$ cat config.mk
export PLATFORM = sky130hd
export DESIGN_NAME = lane_spram
export DESIGN_NICKNAME = d
export VERILOG_FILES = /design/src/rtl/spram_pkg.sv /design/src/rtl/spram_lane_decode.sv /design/src/rtl/spram_lane_bank.sv /design/src/rtl/spram_read_port.sv /design/src/rtl/lane_spram.sv
export SDC_FILE = /design/constraint.sdc
export NUM_CORES = 2
export LEC_CHECK = 0
export ABC_AREA = 0
export BUFFER_PORTS_ARGS = -buffer_cell sky130_fd_sc_hd__buf_2
export CAP_MARGIN = 10
export CORE_AREA = 2 2 484 486
export DETAILED_ROUTE_END_ITERATION = 8
export DIE_AREA = 0 0 486 488
export GPL_ROUTABILITY_DRIVEN = 0
export PLACE_DENSITY = 0.45
export SYNTH_ARGS = -nofsm -noshare
export SYNTH_HDL_FRONTEND = slang
export SYNTH_SLANG_ARGS = --single-unit
$ cat constraint.sdc
create_clock -name clk -period 3.56 [get_ports clk]
set_input_delay 0.356 -clock clk [delete_from_list [all_inputs] [get_ports clk]]
set_output_delay 0.356 -clock clk [all_outputs]
set_load 0.01 [all_outputs]
$ cat src/rtl/spram_pkg.sv
package spram_pkg;

  // Result loaded into the read register when a write hits the port.
  typedef enum logic [1:0] {
    RDW_OLD = 2'd0,  // word before the write
    RDW_NEW = 2'd1,  // word after the write (lane merge)
    RDW_ANY = 2'd2   // unspecified; implementation picks cheapest path
  } rdw_mode_e;

  localparam int LANE_BITS = 8;

  // Address width for a given word count, never below one bit.
  function automatic int addr_bits(input int words);
    return (words <= 2) ? 1 : $clog2(words);
  endfunction

endpackage

$ cat src/rtl/spram_lane_decode.sv
module spram_lane_decode #(
  parameter int LANES    = 4,
  parameter bit USE_MASK = 1'b1
) (
  input  logic             wr_fire,
  input  logic [LANES-1:0] lane_mask,
  output logic [LANES-1:0] lane_we
);

  generate
    if (USE_MASK) begin : g_masked
      assign lane_we = {LANES{wr_fire}} & lane_mask;
    end else begin : g_full
      logic unused_mask;
      assign unused_mask = ^lane_mask;
      assign lane_we     = {LANES{wr_fire}};
    end
  endgenerate

endmodule

$ cat src/rtl/spram_lane_bank.sv
module spram_lane_bank #(
  parameter int WORDS = 64,
  parameter int AW    = 6,
  parameter int LW    = 8
) (
  input  logic          clk,
  input  logic          wr_en,
  input  logic [AW-1:0] addr,
  input  logic [LW-1:0] wr_lane,
  output logic [LW-1:0] old_lane
);

  // Storage carries no reset so it maps onto plain memory cells.
  logic [LW-1:0] cells [WORDS];

  always_ff @(posedge clk) begin
    if (wr_en) cells[addr] <= wr_lane;
  end

  assign old_lane = cells[addr];

endmodule

$ cat src/rtl/spram_read_port.sv
module spram_read_port
  import spram_pkg::*;
#(
  parameter int        WIDTH = 32,
  parameter int        LANES = 4,
  parameter rdw_mode_e MODE  = RDW_OLD
) (
  input  logic             clk,
  input  logic             rst_n,
  input  logic             rd_fire,
  input  logic             wr_fire,
  input  logic [LANES-1:0] lane_we,
  input  logic [WIDTH-1:0] old_word,
  input  logic [WIDTH-1:0] wdata,
  output logic [WIDTH-1:0] rdata
);

  // Combine old and new words lane by lane.
  function automatic logic [WIDTH-1:0] blend(
    input logic [WIDTH-1:0] prev,
    input logic [WIDTH-1:0] next,
    input logic [LANES-1:0] sel
  );
    logic [WIDTH-1:0] out;
    for (int l = 0; l < LANES; l++) begin
      out[l*LANE_BITS +: LANE_BITS] = sel[l] ? next[l*LANE_BITS +: LANE_BITS]
                                             : prev[l*LANE_BITS +: LANE_BITS];
    end
    return out;
  endfunction

  logic [WIDTH-1:0] load_word;

  generate
    if (MODE == RDW_NEW) begin : g_new
      assign load_word = wr_fire ? blend(old_word, wdata, lane_we) : old_word;
    end else begin : g_old
      // Old-data and don't-care both take the array output directly.
      logic unused_wr;
      assign unused_wr = ^{wr_fire, lane_we, wdata};
      assign load_word = old_word;
    end
  endgenerate

  always_ff @(posedge clk) begin
    if (!rst_n)       rdata <= '0;
    else if (rd_fire) rdata <= load_word;
  end

endmodule

$ cat src/rtl/lane_spram.sv
module lane_spram
  import spram_pkg::*;
#(
  parameter int        WORDS    = 64,
  parameter int        WIDTH    = 32,
  parameter bit        USE_MASK = 1'b1,
  parameter rdw_mode_e RDW_MODE = RDW_OLD,
  parameter int        AW       = addr_bits(WORDS)
) (
  input  logic                     clk,
  input  logic                     rst_n,
  input  logic                     en,
  input  logic                     we,
  input  logic [WIDTH/8-1:0]       lane_mask,
  input  logic [AW-1:0]            addr,
  input  logic [WIDTH-1:0]         wdata,
  output logic [WIDTH-1:0]         rdata
);

  localparam int LANES = WIDTH / LANE_BITS;

  // Named internal events for the checker.
  logic             wr_fire;
  logic             rd_fire;
  logic [LANES-1:0] lane_we;
  logic [WIDTH-1:0] old_word;

  assign wr_fire = en & we;
  assign rd_fire = en;

  spram_lane_decode #(
    .LANES    (LANES),
    .USE_MASK (USE_MASK)
  ) u_decode (
    .wr_fire   (wr_fire),
    .lane_mask (lane_mask),
    .lane_we   (lane_we)
  );

  generate
    for (genvar l = 0; l < LANES; l++) begin : g_lane
      spram_lane_bank #(
        .WORDS (WORDS),
        .AW    (AW),
        .LW    (LANE_BITS)
      ) u_bank (
        .clk      (clk),
        .wr_en    (lane_we[l]),
        .addr     (addr),
        .wr_lane  (wdata[l*LANE_BITS +: LANE_BITS]),
        .old_lane (old_word[l*LANE_BITS +: LANE_BITS])
      );
    end
  endgenerate

  spram_read_port #(
    .WIDTH (WIDTH),
    .LANES (LANES),
    .MODE  (RDW_MODE)
  ) u_read (
    .clk      (clk),
    .rst_n    (rst_n),
    .rd_fire  (rd_fire),
    .wr_fire  (wr_fire),
    .lane_we  (lane_we),
    .old_word (old_word),
    .wdata    (wdata),
    .rdata    (rdata)
  );

endmodule

Word-level counts from Yosys, hierarchy flattened
Memories as Yosys holds them, arrays and structs flattened. A register that Yosys moved wholly into a read port is not among the register bits.
Cells that the tools add are included.
{"block": "word_totals", "reg_bits": 0, "latch_bits": 0, "ram_bits": 2048, "rom_bits": 0, "in_bits": 46, "output_inout_bits": 32, "elab_cells": 18, "n_memories": 4}
{"name": "g_lane[0].u_bank.cells", "words": 64, "word_bits": 8, "read_ports": 1, "rd_clocked_by_memory_dff": 1, "wr": 1, "line_no": "spram_lane_bank.sv:14", "text": "logic [LW-1:0] cells [WORDS];"}
{"name": "g_lane[1].u_bank.cells", "words": 64, "word_bits": 8, "read_ports": 1, "rd_clocked_by_memory_dff": 1, "wr": 1, "line_no": "spram_lane_bank.sv:14"}
{"name": "g_lane[2].u_bank.cells", "words": 64, "word_bits": 8, "read_ports": 1, "rd_clocked_by_memory_dff": 1, "wr": 1, "line_no": "spram_lane_bank.sv:14"}
{"name": "g_lane[3].u_bank.cells", "words": 64, "word_bits": 8, "read_ports": 1, "rd_clocked_by_memory_dff": 1, "wr": 1, "line_no": "spram_lane_bank.sv:14"}
{"block": "classes", "addsub": 0, "mul": 0, "div_mod_pow": 0, "magnitude_cmp": 0, "n_eq_ne": 0, "shift": 0, "muxes": 8, "n_bitwise": 2, "n_reduce_logical": 4}
{"operator": "$mux W1", "count": 8}
{"operator": "$and A4 B4 Y4", "count": 1}
{"operator": "$logic_not A1 Y1", "count": 4}
{"operator": "$and A1 B1 Y1", "count": 1}

Longest topological paths before layout
{"block": "depth", "depth_word": 4, "ltp_mapped": 11}

Cells and area by module
A second synthesis with hierarchy kept.
{"block": "hier_totals", "cells_unflattened": 4760, "hier_area_um2": 82432.8}
{"module": "spram_lane_bank", "instances": 4, "cells_each": 1163, "area_each_um2": 20289.5}
{"module": "spram_read_port", "instances": 1, "cells_each": 103, "area_each_um2": 1243.7}
{"module": "spram_lane_decode", "instances": 1, "cells_each": 4, "area_each_um2": 25.0}
{"module": "lane_spram", "instances": 1, "cells_each": 1, "area_each_um2": 6.3}

Worst setup path before layout
No wires, ideal clock.
{"block": "synth_path", "kind": "input to register", "from": "input addr[5]", "to": "memory g_lane[2].u_bank.cells[56][0] (enable)", "arrival_ps": 2193, "required_time_ps": 3177, "slack_ps": 983, "path_stages": 6, "n_path_buf": 3, "cell_sequence": "and3_1 -> clkbuf_1 -> clkbuf_1 -> buf_1 -> nand2_1 -> nor3_1"}
{"item": "start: declaration", "line_no": "lane_spram.sv:15", "text": "input logic [AW-1:0] addr,"}
{"item": "end: declaration", "line_no": "spram_lane_bank.sv:14"}
No word-level cell before the write port.

==> reports/qor.yml <==
synthesis:
  synth.net_count: 4624
  postSynthCellCount: 4578
  yosysMostFrequentCell: "edfxtp_1"
  synth-seq-cells: 2080
  async_reset_ff_share_pct: 0
  yosysTopAreaCellShare_pct: 76.26
  synthesis.area_mm2: 0.08065
  avgSynthCellArea_um2: 17.62
  synth.largest_area_cell: "edfxtp_1"
  synth_commonest_cells: "edfxtp_1, nor2_1, a221oi_1"
  synth_warnings: 0
  synth_edf_count: 2048
  yosysSeqAreaShare_pct: 77.05
  ys_types: 75
  yosys-top-cells-area: "edfxtp_1, mux4_2, mux2i_1"
  ys.flop_type: "edfxtp_1"
routing:
  drt-pass1-iter-count: 8
  wirelength_um: 302000
  drt_first_iter_violations: 6471
  wire_per_inst_um: 36.27
  vias_per_cell: 5.857
  drc: 0
  vias: 48760
  final_antenna_net_count: 0
pwr:
  pwr-share-comb_pct: 6.1
  p_per_area_mw_per_mm2: 556.2
  irDropWorstVdd_mv: 0.3730
  p_int_w: 0.04077
  p_clk_share_pct: 42.8
  swShare_pct: 23.00
  pwr-share-seq_pct: 51.1
  p_leak_nw: 30.76
  p_sw_w: 0.01218
flow_run:
  maxCapViolCount: 0
sta:
  fin_crit_ns: 2.796
  tightestPinTransition_ns: 1.208
  max-slew-margin-rel_pct: 19.48
  clock-skew-final_ns: 0.06154
  hold_viol: 0
  fin_hold_ws_ns: 0.03977
  fmax_mhz: 357.7
  post-route-period-util_pct: 78.53
  setup_viol: 0
  grt_setup_unrepaired: "false"
  setup_tns_ns: 0
  slew_viol_final: 0
die:
  core_mm2: 0.2319
  io_pins: 78
  rows: 177
  dieWidth_um: 486
  die_area_mm2: 0.2372
  initial_core_util_pct: 34.78
  chipHeight_um: 488
global_routing:
  grt_overflow_total: 0
  grt_pass1_wl_um: 411100
  use_met2_pct: 40.21
  grt.busiest_layer: "met2"
  grtUsageTotal_pct: 25.11
  antenna_found_initial: 15
  use_met1_pct: 35.16
  gr-usage-met3_pct: 4.130
  grt_pass1_vias: 47550
  grt_max_degree: 61
worst_setup_path:
  startpoint_type: "primary input"
  critical_path_class: "primary input to register"
  end_kind: "register"
  crit_arrival_ns: 3.48
  required_ns: 4.24
  critPathMaxFanout: 51
cts:
  cts_root_buf: "clkbuf_16"
  clk_latency_ns: 0.90
  cts.repair.resized: 0
  cts_tree: "built"
  cts_sinks: 2080
  cts_buffers: 223
  post-cts-setup-buffers: 0
  clkTransAtPathRegs_ns: 0.06
  cts_buffer_depth: 3
  cts_max_level: 4
finish:
  fin_cells: 8326
  final_area_mm2: 0.09520
  nets: 5142
  area_growth_pct: 18.04
  utilization_pct: 41.06
  drive_above_1_share_pct: 23.65
  fillers: 20830
outcome:
  status: "finished clean"
worst_hold_path:
  holdCritPathClass: "primary input to register"
place:
  portBuffers: 77
  dpl_cell_area_mm2: 0.08808
  placed_cells: 7909
  dpl.hpwl_um: 195700
## registers in the layout, summed over array words and instances (netlist names)
name and cells:
u_read.rdata 32, g_lane.u_bank.cells 2048
## metal layers
layer / up-vias / part of all wire [%]
li1: 19870 / -
met1: 26240 / 43
met2: 2242 / 47
met3: 408 / 7.2
met4: 4 / 3.0
met5: - / 0.0073
## power by group through the flow
stage | combinational (W) | sequential [W] | clock [W]
after floorplan | 0.00138 | 0.0275 | 0
after global placement | 0.00322 | 0.0276 | 0
after detailed placement | 0.00323 | 0.0276 | 0
after CTS | 0.00324 | 0.0270 | 0.0230
after global routing | 0.00337 | 0.0270 | 0.0239
final | 0.00325 | 0.0270 | 0.0227
## kinds of logic (layout without fill, tap and decap cells)
logic type	Yosys count	count (layout)	synth area share (%)
flip-flops	2080	2080	77.05
other	0	7	0
AND/OR/NAND/NOR	615	615	3.159
multiplexers	478	478	7.866
buffers and inverters	352	1050	2.188
AO/OA/AOI/OAI	1053	1053	9.737
## layout by cell type (no fill, tap or decap), types with 112 or more instances in the layout
| master | synthesis | routed |
|---|---|---|
| a221oi_1 | 239 | 239 |
| mux2i_1 | 225 | 225 |
| edfxtp_1 | 2048 | 2048 |
| o21ai_0 | 129 | 129 |
| o22ai_1 | 112 | 112 |
| clkbuf_16 | 0 | 225 |
| mux2_2 | 142 | 142 |
| a22oi_1 | 176 | 176 |
| buf_4 | 47 | 513 |
| nor2_1 | 353 | 345 |
| nand2_1 | 167 | 165 |
## final timing paths
check / start / end / slack, ns / cells after the start
max: addr[1] / u_read.rdata[27] / 0.76 / 9
min: wdata[4] / g_lane[0].u_bank.cells[21][4] / 0.04 / 1
max reg2reg: g_lane[3].u_bank.cells[55][3] / u_read.rdata[27] / 0.85 / 5
min reg2reg: u_read.rdata[20] / u_read.rdata[20] / 0.58 / 2
## cell type report
cell class                      instances  area [µm²]  share of cell area [%]
Inverter                                5       33.78                 0.03549
Clock inverter                        114        1139                   1.196
Multi-Input combinational cell       2146       16910                   17.77
Timing Repair Buffer                  640        5228                   5.491
Sequential cell                      2080       62140                   65.28
Tap cell                             3043        3807                   4.000
Clock buffer                          291        5918                   6.217
Antenna cell                            7       17.52                 0.01840
## critical path, stage by stage
cell and delay [ns]:
buf_8 0.46, buf_12 0.41, buf_4 0.30, mux2i_1 0.22
o22ai_1 0.10, a21oi_1 0.18, a21oi_1 0.22, a2111oi_1 0.90
a31oi_1 0.19
## what timing repair did
| action | 4_1_cts | 5_1_grt |
|---|---|---|
| hold buffers | 4 | 0 |
| hold endpoints to repair | 40 | 0 |
| endpoints found under the setup margin | 0 | 0 |
## stage by stage
stage | power, W | setup slack (ns)
2_1_floorplan | 0.02891 | 0.9831
3_3_place_gp | 0.03078 | 0.03362
3_5_place_dp | 0.03079 | 0.03729
4_1_cts | 0.05331 | 0.8282
5_1_grt | 0.05433 | 0.5950
6_report | 0.05295 | 0.7643
No activity file was read; power rests on OpenSTA's default activity.
